## src/rtl/vtx_pad_pkg.sv

```systemverilog
// Package: shared widths and the odd-factor code for the padded count generator.
// Assumes counts are unsigned; the odd code values are consumed downstream,
// so their numeric values (factor = 2*code + 1) are fixed.
package vtx_pad_pkg;
    localparam int CNT_W      = 32;                  // vertex count width
    localparam int SHIFT_W    = $clog2(CNT_W + 1);   // holds exponents 0..CNT_W
    localparam int ODD_W      = 3;                   // odd-factor code width
    localparam int SMALL_LIM  = 64;                  // below this: search path
    localparam int MIN_SHIFT  = 2;                   // result is a multiple of four
    localparam int WIDE_W     = CNT_W + 4;           // room for 9 << CNT_W

    typedef enum logic [ODD_W-1:0] {
        ODD_ONE   = 3'd0,
        ODD_THREE = 3'd1,
        ODD_FIVE  = 3'd2,
        ODD_SEVEN = 3'd3,
        ODD_NINE  = 3'd4
    } odd_code_e;
endpackage

```

## src/rtl/vtx_pad_msb_find.sv

```systemverilog
// Module: priority encoder returning the position of the highest set bit.
// Assumes: a zero input reports position 0 with found low.
module vtx_pad_msb_find #(
    parameter int W       = vtx_pad_pkg::CNT_W,
    parameter int POS_W   = $clog2(W + 1)
) (
    input  logic [W-1:0]     vec,
    output logic [POS_W-1:0] pos,
    output logic             found
);
    // Scan upward so the highest set bit is the last one to write pos.
    always_comb begin
        pos   = '0;
        found = 1'b0;
        for (int i = 0; i < W; i++) begin
            if (vec[i]) begin
                pos   = POS_W'(i);
                found = 1'b1;
            end
        end
    end
endmodule

```

## src/rtl/vtx_pad_small_map.sv

```systemverilog
// Module: padding for counts below SMALL_LIM by exhaustive candidate search.
// Picks the smallest (2o+1)*2^s with s >= MIN_SHIFT that is greater than the
// count. Assumes cnt < SMALL_LIM; SMALL_LIM itself is always a candidate.
module vtx_pad_small_map
    import vtx_pad_pkg::*;
#(
    parameter int LIM = SMALL_LIM
) (
    input  logic [CNT_W-1:0]   cnt,
    output logic [CNT_W-1:0]   padded,
    output logic [SHIFT_W-1:0] shift,
    output logic [ODD_W-1:0]   odd
);
    localparam int TOP_SHIFT = $clog2(LIM);

    // Walk every odd factor and exponent, keep the smallest qualifying value.
    always_comb begin
        int best;
        best   = LIM;
        shift  = SHIFT_W'(TOP_SHIFT);
        odd    = ODD_ONE;
        for (int o = 0; o <= 4; o++) begin
            for (int s = MIN_SHIFT; s <= TOP_SHIFT; s++) begin
                int v;
                v = (2 * o + 1) << s;
                if (v <= LIM && CNT_W'(v) > cnt && v < best) begin
                    best  = v;
                    shift = SHIFT_W'(s);
                    odd   = ODD_W'(o);
                end
            end
        end
        padded = CNT_W'(best);
    end
endmodule

```

## src/rtl/vtx_pad_large_map.sv

```systemverilog
// Module: leading-bit padding for counts of SMALL_LIM and above.
// Assumes the leading-one position pos is at least 3 (guaranteed when
// cnt >= SMALL_LIM). Produces the product in WIDE_W bits and flags when it
// does not fit in CNT_W bits.
module vtx_pad_large_map
    import vtx_pad_pkg::*;
(
    input  logic [CNT_W-1:0]   cnt,
    input  logic [SHIFT_W-1:0] pos,
    output logic [CNT_W-1:0]   padded,
    output logic [SHIFT_W-1:0] shift,
    output logic [ODD_W-1:0]   odd,
    output logic               ovf
);
    logic [SHIFT_W-1:0] n_low;
    logic [3:0]         lead4;
    logic [WIDE_W-1:0]  wide;

    // Exponent of the bits below the leading four, and the leading four bits.
    always_comb begin
        n_low = pos - SHIFT_W'(3);
        lead4 = 4'(cnt >> n_low);
    end

    // Map the leading pattern to an odd factor and exponent.
    always_comb begin
        unique casez (lead4)
            4'b1000: begin odd = ODD_NINE;  shift = n_low;               end
            4'b1001: begin odd = ODD_FIVE;  shift = n_low + SHIFT_W'(1); end
            4'b101?: begin odd = ODD_THREE; shift = n_low + SHIFT_W'(2); end
            4'b110?: begin odd = ODD_SEVEN; shift = n_low + SHIFT_W'(1); end
            default: begin odd = ODD_ONE;   shift = n_low + SHIFT_W'(4); end
        endcase
    end

    // Build the padded value wide, then split into result and overflow.
    always_comb begin
        wide   = WIDE_W'({odd, 1'b1}) << shift;
        padded = wide[CNT_W-1:0];
        ovf    = |wide[WIDE_W-1:CNT_W];
    end
endmodule

```

## src/rtl/vtx_pad_gen.sv

```systemverilog
// Module: padded vertex count generator, one registered stage.
// Chooses the small-count search below SMALL_LIM and the leading-bit rule
// otherwise; registers the result when in_valid is high and holds it
// otherwise. Synchronous active-low reset.
module vtx_pad_gen
    import vtx_pad_pkg::*;
(
    input  logic               clk,
    input  logic               rst_n,
    input  logic               in_valid,
    input  logic [CNT_W-1:0]   in_count,
    output logic               out_valid,
    output logic [CNT_W-1:0]   out_padded,
    output logic [SHIFT_W-1:0] out_shift,
    output logic [ODD_W-1:0]   out_odd,
    output logic               out_overflow
);
    logic [SHIFT_W-1:0] lead_pos;
    logic               lead_found;
    logic [CNT_W-1:0]   sm_padded, lg_padded, nx_padded;
    logic [SHIFT_W-1:0] sm_shift,  lg_shift,  nx_shift;
    logic [ODD_W-1:0]   sm_odd,    lg_odd,    nx_odd;
    logic               lg_ovf,    nx_ovf;
    logic               is_small;

    vtx_pad_msb_find #(.W(CNT_W), .POS_W(SHIFT_W)) u_msb (
        .vec   (in_count),
        .pos   (lead_pos),
        .found (lead_found)
    );

    vtx_pad_small_map #(.LIM(SMALL_LIM)) u_small (
        .cnt    (in_count),
        .padded (sm_padded),
        .shift  (sm_shift),
        .odd    (sm_odd)
    );

    vtx_pad_large_map u_large (
        .cnt    (in_count),
        .pos    (lead_pos),
        .padded (lg_padded),
        .shift  (lg_shift),
        .odd    (lg_odd),
        .ovf    (lg_ovf)
    );

    // Select the path: small search below the limit or with no bit set.
    always_comb begin
        is_small = (in_count < CNT_W'(SMALL_LIM)) || !lead_found;
        if (is_small) begin
            nx_padded = sm_padded;
            nx_shift  = sm_shift;
            nx_odd    = sm_odd;
            nx_ovf    = 1'b0;
        end else begin
            nx_padded = lg_padded;
            nx_shift  = lg_shift;
            nx_odd    = lg_odd;
            nx_ovf    = lg_ovf;
        end
    end

    // Output stage: valid follows the request, data loads only on a request.
    always_ff @(posedge clk) begin
        if (!rst_n) begin
            out_valid    <= 1'b0;
            out_padded   <= '0;
            out_shift    <= '0;
            out_odd      <= '0;
            out_overflow <= 1'b0;
        end else begin
            out_valid <= in_valid;
            if (in_valid) begin
                out_padded   <= nx_padded;
                out_shift    <= nx_shift;
                out_odd      <= nx_odd;
                out_overflow <= nx_ovf;
            end
        end
    end
endmodule

```

## config.mk

```make
export PLATFORM = sky130hd
export DESIGN_NAME = vtx_pad_gen
export DESIGN_NICKNAME = d
export VERILOG_FILES = /design/src/rtl/vtx_pad_pkg.sv /design/src/rtl/vtx_pad_msb_find.sv /design/src/rtl/vtx_pad_small_map.sv /design/src/rtl/vtx_pad_large_map.sv /design/src/rtl/vtx_pad_gen.sv
export SDC_FILE = /design/constraint.sdc
export NUM_CORES = 1
export LEC_CHECK = 0
export BUFFER_PORTS_ARGS = -buffer_cell sky130_fd_sc_hd__buf_2
export CAP_MARGIN = 5
export CORE_MARGIN = 3
export CORE_UTILIZATION = 40
export CTS_CLUSTER_DIAMETER = 200
export DETAILED_ROUTE_END_ITERATION = 6
export HOLD_SLACK_MARGIN = 0.05
export SETUP_SLACK_MARGIN = 0.05
export SLEW_MARGIN = 20
export SYNTH_ARGS = -nofsm -noshare
export SYNTH_HDL_FRONTEND = slang
export SYNTH_SLANG_ARGS = --single-unit
```

## constraint.sdc

```tcl
create_clock -name clk -period 10.25 [get_ports clk]
set_input_delay 3.075 -clock clk [delete_from_list [all_inputs] [get_ports clk]]
set_output_delay 3.075 -clock clk [all_outputs]
set_load 0.05 [all_outputs]
```

---- After elaboration in Yosys (flattened, before gate mapping) ----
Cells that the tools add are included.
W data, S select, Z words.
word-level totals
  register bits ........................... 43
  output and inout port bits .............. 43
  word-level logic and storage cells ...... 160
  bits of input ports ..................... 35
cells by class
  muxes and demuxes ....................... 103
  eq/ne operators ......................... 4
  reduce and logical (&&, ||, !) cells .... 16
  shift-type cells ........................ 2
  add/subtract/negate cells ............... 4
  $lt $le $gt $ge ......................... 26
operator list
  kind                   number
  $mux W32               13
  $gt A6 B32 Y1 const A  5
  $lt A7 B32 Y1 const A  5
  $gt A5 B32 Y1 const A  4
  $lt A6 B32 Y1 const A  4
  $mux W5                16
  $mux W6                13
  $gt A4 B32 Y1 const A  2
  $lt A5 B32 Y1 const A  2
  $mux W3                13
  $shl A4 B6 Y36         1
  $mux W1                35
  $gt A3 B32 Y1 const A  1
  $gt A7 B32 Y1 const A  1
  $lt A32 B7 Y1 const B  1
  $lt A8 B32 Y1 const A  1
  $mux W4                8
  $shr A32 B6 Y4         1
  $pmux W6 S3            1
  $logic_and A1 B1 Y1    12
  $pmux W3 S4            1
  $eq A4 B4 Y1 const B   2
  $mux W7                1
  $add A6 B1 Y6 const B  1
  9 further kinds        11

---- Logic depth before layout (Yosys ltp) ----
  depth in word-level cells ............... 39
  mapped depth ............................ 26
  gate-level depth less buffers ........... 22

---- Modules after synthesis ----
A second synthesis with hierarchy kept.
second synthesis, totals
  cell total of the unflattened synthesis .. 788
  area, all modules ....................... 6323.6 µm²
by module, submodules not included
  module             area an instance (µm²)  times used  cells each  seq. area each (µm²)
  vtx_pad_gen        2919.0                  1           354         860.8
  vtx_pad_large_map  2394.8                  1           297         0.0
  vtx_pad_small_map  640.6                   1           73          0.0
  vtx_pad_msb_find   369.1                   1           64          0.0

---- Least setup slack after synthesis ----
OpenSTA, ideal clock, no wires.
  path kind ............................... in2reg
  from .................................... input port in_count[3]
  to ...................................... register out_padded[20]
  data required time ...................... 10.163 ns
  buffers on the path ..................... 7
  path slack .............................. 2.069 ns
  setup time .............................. 0.087 ns
  arrival ................................. 8.094 ns
  stages .................................. 21
  cell sequence ........................... buf_2 nor2b_1 a2111oi_1 o221a_2 o211ai_4 buf_2 clkbuf_1 ha_1 clkbuf_1 clkbuf_1 buf_1 buf_2 a21oi_1 a22oi_1 nand3b_4 a211o_1 o211a_1 o221a_2 nor4b_4 nand2_1 o31ai_1
on the way
  longest elaborated chain between the ends .. 39
  elaborated cells on any way between the ends .. 125
  those cells by class .................... add/sub (4); order compare (26); eq/ne (4); shift (2); mux (74); reduce/logical (15)
RTL lines
  element                 line                     text
  start: declaration      vtx_pad_gen.sv:11        input logic [CNT_W-1:0] in_count,
  $gt A3 B32 Y1           vtx_pad_small_map.sv:26  if (v <= LIM && CNT_W'(v) > cnt && v < best) begin
  $mux W7                 vtx_pad_small_map.sv:26
  $lt A5 B32 Y1           vtx_pad_small_map.sv:26
  $logic_and A1 B1 Y1     vtx_pad_small_map.sv:26
  $mux W32                vtx_pad_small_map.sv:26
  $lt A6 B32 Y1           vtx_pad_small_map.sv:26
  $logic_and A1 B1 Y1     vtx_pad_small_map.sv:26
  $mux W32                vtx_pad_small_map.sv:26
  [... 23 more ...]       -
  $mux W32                vtx_pad_small_map.sv:26
  $lt A7 B32 Y1           vtx_pad_small_map.sv:26
  $logic_and A1 B1 Y1     vtx_pad_small_map.sv:26
  $mux W32                vtx_pad_small_map.sv:26
  $lt A7 B32 Y1           vtx_pad_small_map.sv:26
  $logic_and A1 B1 Y1     vtx_pad_small_map.sv:26
  $mux W32                vtx_pad_small_map.sv:26
  $mux W32 *              vtx_pad_gen.sv:51        if (is_small) begin
  end signal: assignment  vtx_pad_gen.sv:75        out_padded <= nx_padded;
  end: declaration        vtx_pad_gen.sv:13        output logic [CNT_W-1:0] out_padded,
Mark *: on every way between the ends. The rest lies on a longest branch, timed or not.
A chain may end at the register's enable or synchronous reset.

---- Worst setup path in the final report ----
  from .................................... input port in_count[3]
  to ...................................... register out_padded[30]
The elaborated chain is that of the path after synthesis.

==> report_table.html <==
<table>
<tr><th>Metric</th><th>Value</th></tr>
<tr><th colspan="2">STA</th></tr>
<tr><td>Worst relative slew slack</td><td>0.353</td></tr>
<tr><td>Post-route clock period utilization</td><td>0.894</td></tr>
<tr><td>Worst Setup Slack, final</td><td>1.09 ns</td></tr>
<tr><td>Hold Vio Cnt, Final</td><td>0</td></tr>
<tr><td>Highest attainable clock frequency</td><td>109 MHz</td></tr>
<tr><td>Number of max-slew violations in the final report</td><td>0</td></tr>
<tr><td>Worst Hold Margin</td><td>0.456 ns</td></tr>
<tr><td>Final count of negative-setup-slack endpoints</td><td>0</td></tr>
<tr><td>Unrepaired setup endpoints after global routing</td><td>no</td></tr>
<tr><td>Setup Total Neg Slack</td><td>0 ns</td></tr>
<tr><td>Worst setup skew after layout</td><td>0 ns</td></tr>
<tr><td>Tightest Pin Transition</td><td>0.965 ns</td></tr>
<tr><td>Crit path time final</td><td>9.16 ns</td></tr>
<tr><th colspan="2">Logic synthesis</th></tr>
<tr><td>Dominant combinational cell family by area after synthesis</td><td>compound AO/OA/AOI/OAI gates</td></tr>
<tr><td>Syn nets</td><td>585</td></tr>
<tr><td>Main synth FF type</td><td>sky130_fd_sc_hd__dfxtp_1</td></tr>
<tr><td>Share of the yosys chip area belonging to registers</td><td>0.198</td></tr>
<tr><td>Synth Area in XOR/XNOR</td><td>0.0138</td></tr>
<tr><td>Synth top area share</td><td>0.198</td></tr>
<tr><td>Total number of yosys warnings</td><td>0</td></tr>
<tr><td>Synth Cell Area</td><td>4340 um2</td></tr>
<tr><td>Fraction of registers with async set/reset</td><td>0</td></tr>
<tr><td>Register bit total from synthesis</td><td>43</td></tr>
<tr><td>Mean instance size in the synthesized netlist</td><td>7.96 um2</td></tr>
<tr><td>Post-synthesis cell type count</td><td>88</td></tr>
<tr><td>Compound-Gate Fraction of Synth Area</td><td>0.365</td></tr>
<tr><td>Count of flip-flops with a built-in enable after synthesis</td><td>0</td></tr>
<tr><td>Biggest area contributors in the synthesized netlist</td><td>sky130_fd_sc_hd__dfxtp_1 (20%), sky130_fd_sc_hd__mux4_2 (7.3%), sky130_fd_sc_hd__nand2_1 (5.2%)</td></tr>
<tr><td>Share of synthesized area spent on multiplexers</td><td>0.114</td></tr>
<tr><td>Synth top cells by count</td><td>sky130_fd_sc_hd__nand2_1 (60), sky130_fd_sc_hd__dfxtp_1 (43), sky130_fd_sc_hd__nor2_1 (38)</td></tr>
<tr><td>Post-synthesis cell type with the largest combined area</td><td>sky130_fd_sc_hd__dfxtp_1</td></tr>
<tr><td>Post-Synth Simple-Gate Area</td><td>0.225</td></tr>
<tr><td>Most used standard cell by instance count after synthesis</td><td>sky130_fd_sc_hd__nand2_1</td></tr>
<tr><td>Post-Synth Adder-Cell Area</td><td>0.0144</td></tr>
<tr><td>Synthesized netlist cell count</td><td>545</td></tr>
<tr><th colspan="2">Place</th></tr>
<tr><td>Post-DP HPWL</td><td>10.8 mm</td></tr>
<tr><td>Placed instance area</td><td>4750 um2</td></tr>
<tr><td>Worst setup timing slack at the placement stage</td><td>0.889 ns</td></tr>
<tr><td>Count of buffers from port buffering</td><td>77</td></tr>
<tr><td>Routability congestion estimate</td><td>0.973</td></tr>
<tr><td>Placed cell count</td><td>729</td></tr>
<tr><th colspan="2">Global routing</th></tr>
<tr><td>All-layer global routing usage</td><td>0.230</td></tr>
<tr><td>Wire length of the first global-routing pass</td><td>22.3 mm</td></tr>
<tr><td>Number of antenna violations at the first check in global routing</td><td>0</td></tr>
<tr><td>Largest net degree at the start of global routing</td><td>30</td></tr>
<tr><td>Total global routing overflow</td><td>0</td></tr>
<tr><td>Vias in the first global route</td><td>4276</td></tr>
<tr><th colspan="2">Die</th></tr>
<tr><td>Die width</td><td>110 um</td></tr>
<tr><td>Overall die height</td><td>110 um</td></tr>
<tr><td>Initial Utilization</td><td>0.416</td></tr>
<tr><td>Die footprint</td><td>12100 um2</td></tr>
<tr><td>Core ar.</td><td>10400 um2</td></tr>
<tr><td>Top-level port count</td><td>78</td></tr>
<tr><td>Number of placement rows</td><td>37</td></tr>
<tr><th colspan="2">Setup path</th></tr>
<tr><td>Critical Path Start Type</td><td>input port</td></tr>
<tr><td>Number of buffer and inverter stages on the critical path</td><td>4</td></tr>
<tr><td>Category of the critical setup timing path</td><td>input port to register</td></tr>
<tr><td>CP max stage delay</td><td>0.78 ns</td></tr>
<tr><td>Top delay family on crit path</td><td>compound AO/OA/AOI/OAI gates</td></tr>
<tr><td>Worst path cell trace</td><td>buf_2, nor2_1, o31ai_1, a211oi_1, o31a_1, nor3_1, nor3_1, o31ai_1, a21oi_1, inv_1, ha_1, inv_1, xnor2_2, inv_2, a2111oi_0, a2111oi_2, nand3b_4, a211o_1, a211oi_1, nand2_1, nor3_1, a21boi_0, a22oi_1</td></tr>
<tr><td>Slowest CP cell</td><td>sky130_fd_sc_hd__xnor2_2</td></tr>
<tr><td>Required time of the critical path</td><td>10.46 ns</td></tr>
<tr><td>Reg2Reg Setup Slack</td><td>9.22 ns</td></tr>
<tr><td>Critical path data arrival time</td><td>9.37 ns</td></tr>
<tr><td>Crit end category</td><td>register</td></tr>
<tr><td>Most common cell type on the critical path</td><td>sky130_fd_sc_hd__nor3_1</td></tr>
<tr><td>Maximum fanout encountered on the critical timing path</td><td>20</td></tr>
<tr><th colspan="2">Detailed routing</th></tr>
<tr><td>Amount of wire on met3 after detailed routing</td><td>858 um</td></tr>
<tr><td>DRC violation count after routing</td><td>0</td></tr>
<tr><td>Post-route met1 wirelength</td><td>6.20 mm</td></tr>
<tr><td>Wire length on met2</td><td>6.83 mm</td></tr>
<tr><td>Via count normalized by instance count</td><td>6.42</td></tr>
<tr><td>Remaining antenna violation count</td><td>0</td></tr>
<tr><td>Length of the first detailed-routing pass in iterations</td><td>5</td></tr>
<tr><td>Initial DRC count</td><td>353</td></tr>
<tr><td>Routed wire length per instance</td><td>19.2 um</td></tr>
<tr><td>Highest layer used for signal routing</td><td>met4</td></tr>
<tr><td>Via count</td><td>4735</td></tr>
<tr><td>Routed wire length</td><td>14.2 mm</td></tr>
<tr><th colspan="2">CTS</th></tr>
<tr><td>Worst-path clk slew</td><td>0.08 ns</td></tr>
<tr><td>Hold buffer count at CTS</td><td>0</td></tr>
<tr><td>Quantity of gates resized following cts</td><td>0</td></tr>
<tr><td>Post-CTS Setup Inserts</td><td>0</td></tr>
<tr><td>Clock Latency Late Sink</td><td>0.29 ns</td></tr>
<tr><td>Root buffer cell</td><td>sky130_fd_sc_hd__clkbuf_8</td></tr>
<tr><td># clock sinks</td><td>43</td></tr>
<tr><td>TritonCTS clock tree</td><td>yes</td></tr>
<tr><td>Clock Path Buffers</td><td>2</td></tr>
<tr><td>Number of H-tree branching levels</td><td>2</td></tr>
<tr><td>Inserted Clock Buffers</td><td>5</td></tr>
<tr><th colspan="2">Layout</th></tr>
<tr><td>Final core area utilization</td><td>0.467</td></tr>
<tr><td>Net count of the finished layout</td><td>640</td></tr>
<tr><td>Final design instance area without fill</td><td>4870 um2</td></tr>
<tr><td>Proportion of layout cells with a drive suffix above 1</td><td>0.243</td></tr>
<tr><td>Final standard cell count with taps included and fillers excluded</td><td>737</td></tr>
<tr><td>Inserted Diodes</td><td>0</td></tr>
<tr><td>Area Overhead vs Synth</td><td>12.2%</td></tr>
<tr><th colspan="2">Job</th></tr>
<tr><td>Total of max-cap violations</td><td>0</td></tr>
<tr><th colspan="2">Run status</th></tr>
<tr><td>Run status</td><td>finished, final reports clean</td></tr>
<tr><th colspan="2">Pwr</th></tr>
<tr><td>Lkg Pwr</td><td>1.95 nW</td></tr>
<tr><td>Power density relative to cell area</td><td>132 nW/um2</td></tr>
<tr><td>VDD IR max</td><td>0.0893 mV</td></tr>
<tr><td>Total chip power</td><td>0.644 mW</td></tr>
<tr><th colspan="2">Min path</th></tr>
<tr><td>Worst min-delay path category</td><td>register to register</td></tr>
</table>
[report_power, final]
group	total (mW)	switching (mW)	internal [mW]
Sequential	0.181	0.00476	0.176
Clock	0.132	0.0595	0.0726
Combinational	0.331	0.228	0.103
Total	0.644	0.292	0.352
[worst min-delay path, cell delays in order, from the launching register on]
cell and delay (ns):
sky130_fd_sc_hd__dfxtp_1 0.33, sky130_fd_sc_hd__nand2_1 0.05, sky130_fd_sc_hd__o31ai_1 0.05
[state kept, by name, indices dropped and copies added, names as in the netlist]
register / flops
out_padded: 32
out_odd: 3
out_overflow: 1
out_valid: 1
out_shift: 6
[final timing paths]
| kind | endpoint | cells after the start | startpoint |
|---|---|---|---|
| max | out_padded[30] | 23 | in_count[3] |
| min | out_padded[27] | 2 | out_padded[27] |
| max reg2reg | out_padded[6] | 5 | out_padded[6] |
| min reg2reg | out_padded[27] | 2 | out_padded[27] |
[cell families (layout without fill, tap and decap cells)]
family | Yosys count | after routing
xor+xnor | 6 | 6
mux | 28 | 28
flops | 43 | 43
fa+ha+maj | 5 | 5
compound gates | 206 | 206
simple gates | 192 | 192
buf+inv | 65 | 121
[placed cells by master, fill, tap and decap left out, types with 14 or more instances in the layout]
cell type and instances:
sky130_fd_sc_hd__buf_2 77, sky130_fd_sc_hd__dfxtp_1 43, sky130_fd_sc_hd__a21oi_1 35, sky130_fd_sc_hd__o21ai_0 24, sky130_fd_sc_hd__inv_1 27, sky130_fd_sc_hd__o31ai_1 14, sky130_fd_sc_hd__o211ai_1 18, sky130_fd_sc_hd__nor2_1 38
sky130_fd_sc_hd__nor3_1 15, sky130_fd_sc_hd__nand3_1 23, sky130_fd_sc_hd__mux4_2 14, sky130_fd_sc_hd__nand2_1 60
[area by class of cell]
cell class	instances	area (um2)
clock buffer	5	68.8
tap	136	170
inverter	30	113
fill	1090	5550
sequential	43	861
timing repair buffer	83	430
multi-input combinational	437	3180
clock inverter	3	43.8
[routing by layer]
| layer | vias to the layer above | GRT usage |
|---|---|---|
| met4 | 0 | 0.0695 |
| met5 | - | 0 |
| li1 | 2229 | - |
| met2 | 206 | 0.390 |
| met1 | 2277 | 0.311 |
| met3 | 23 | 0.0192 |
Power figures use the tool's default switching activity.
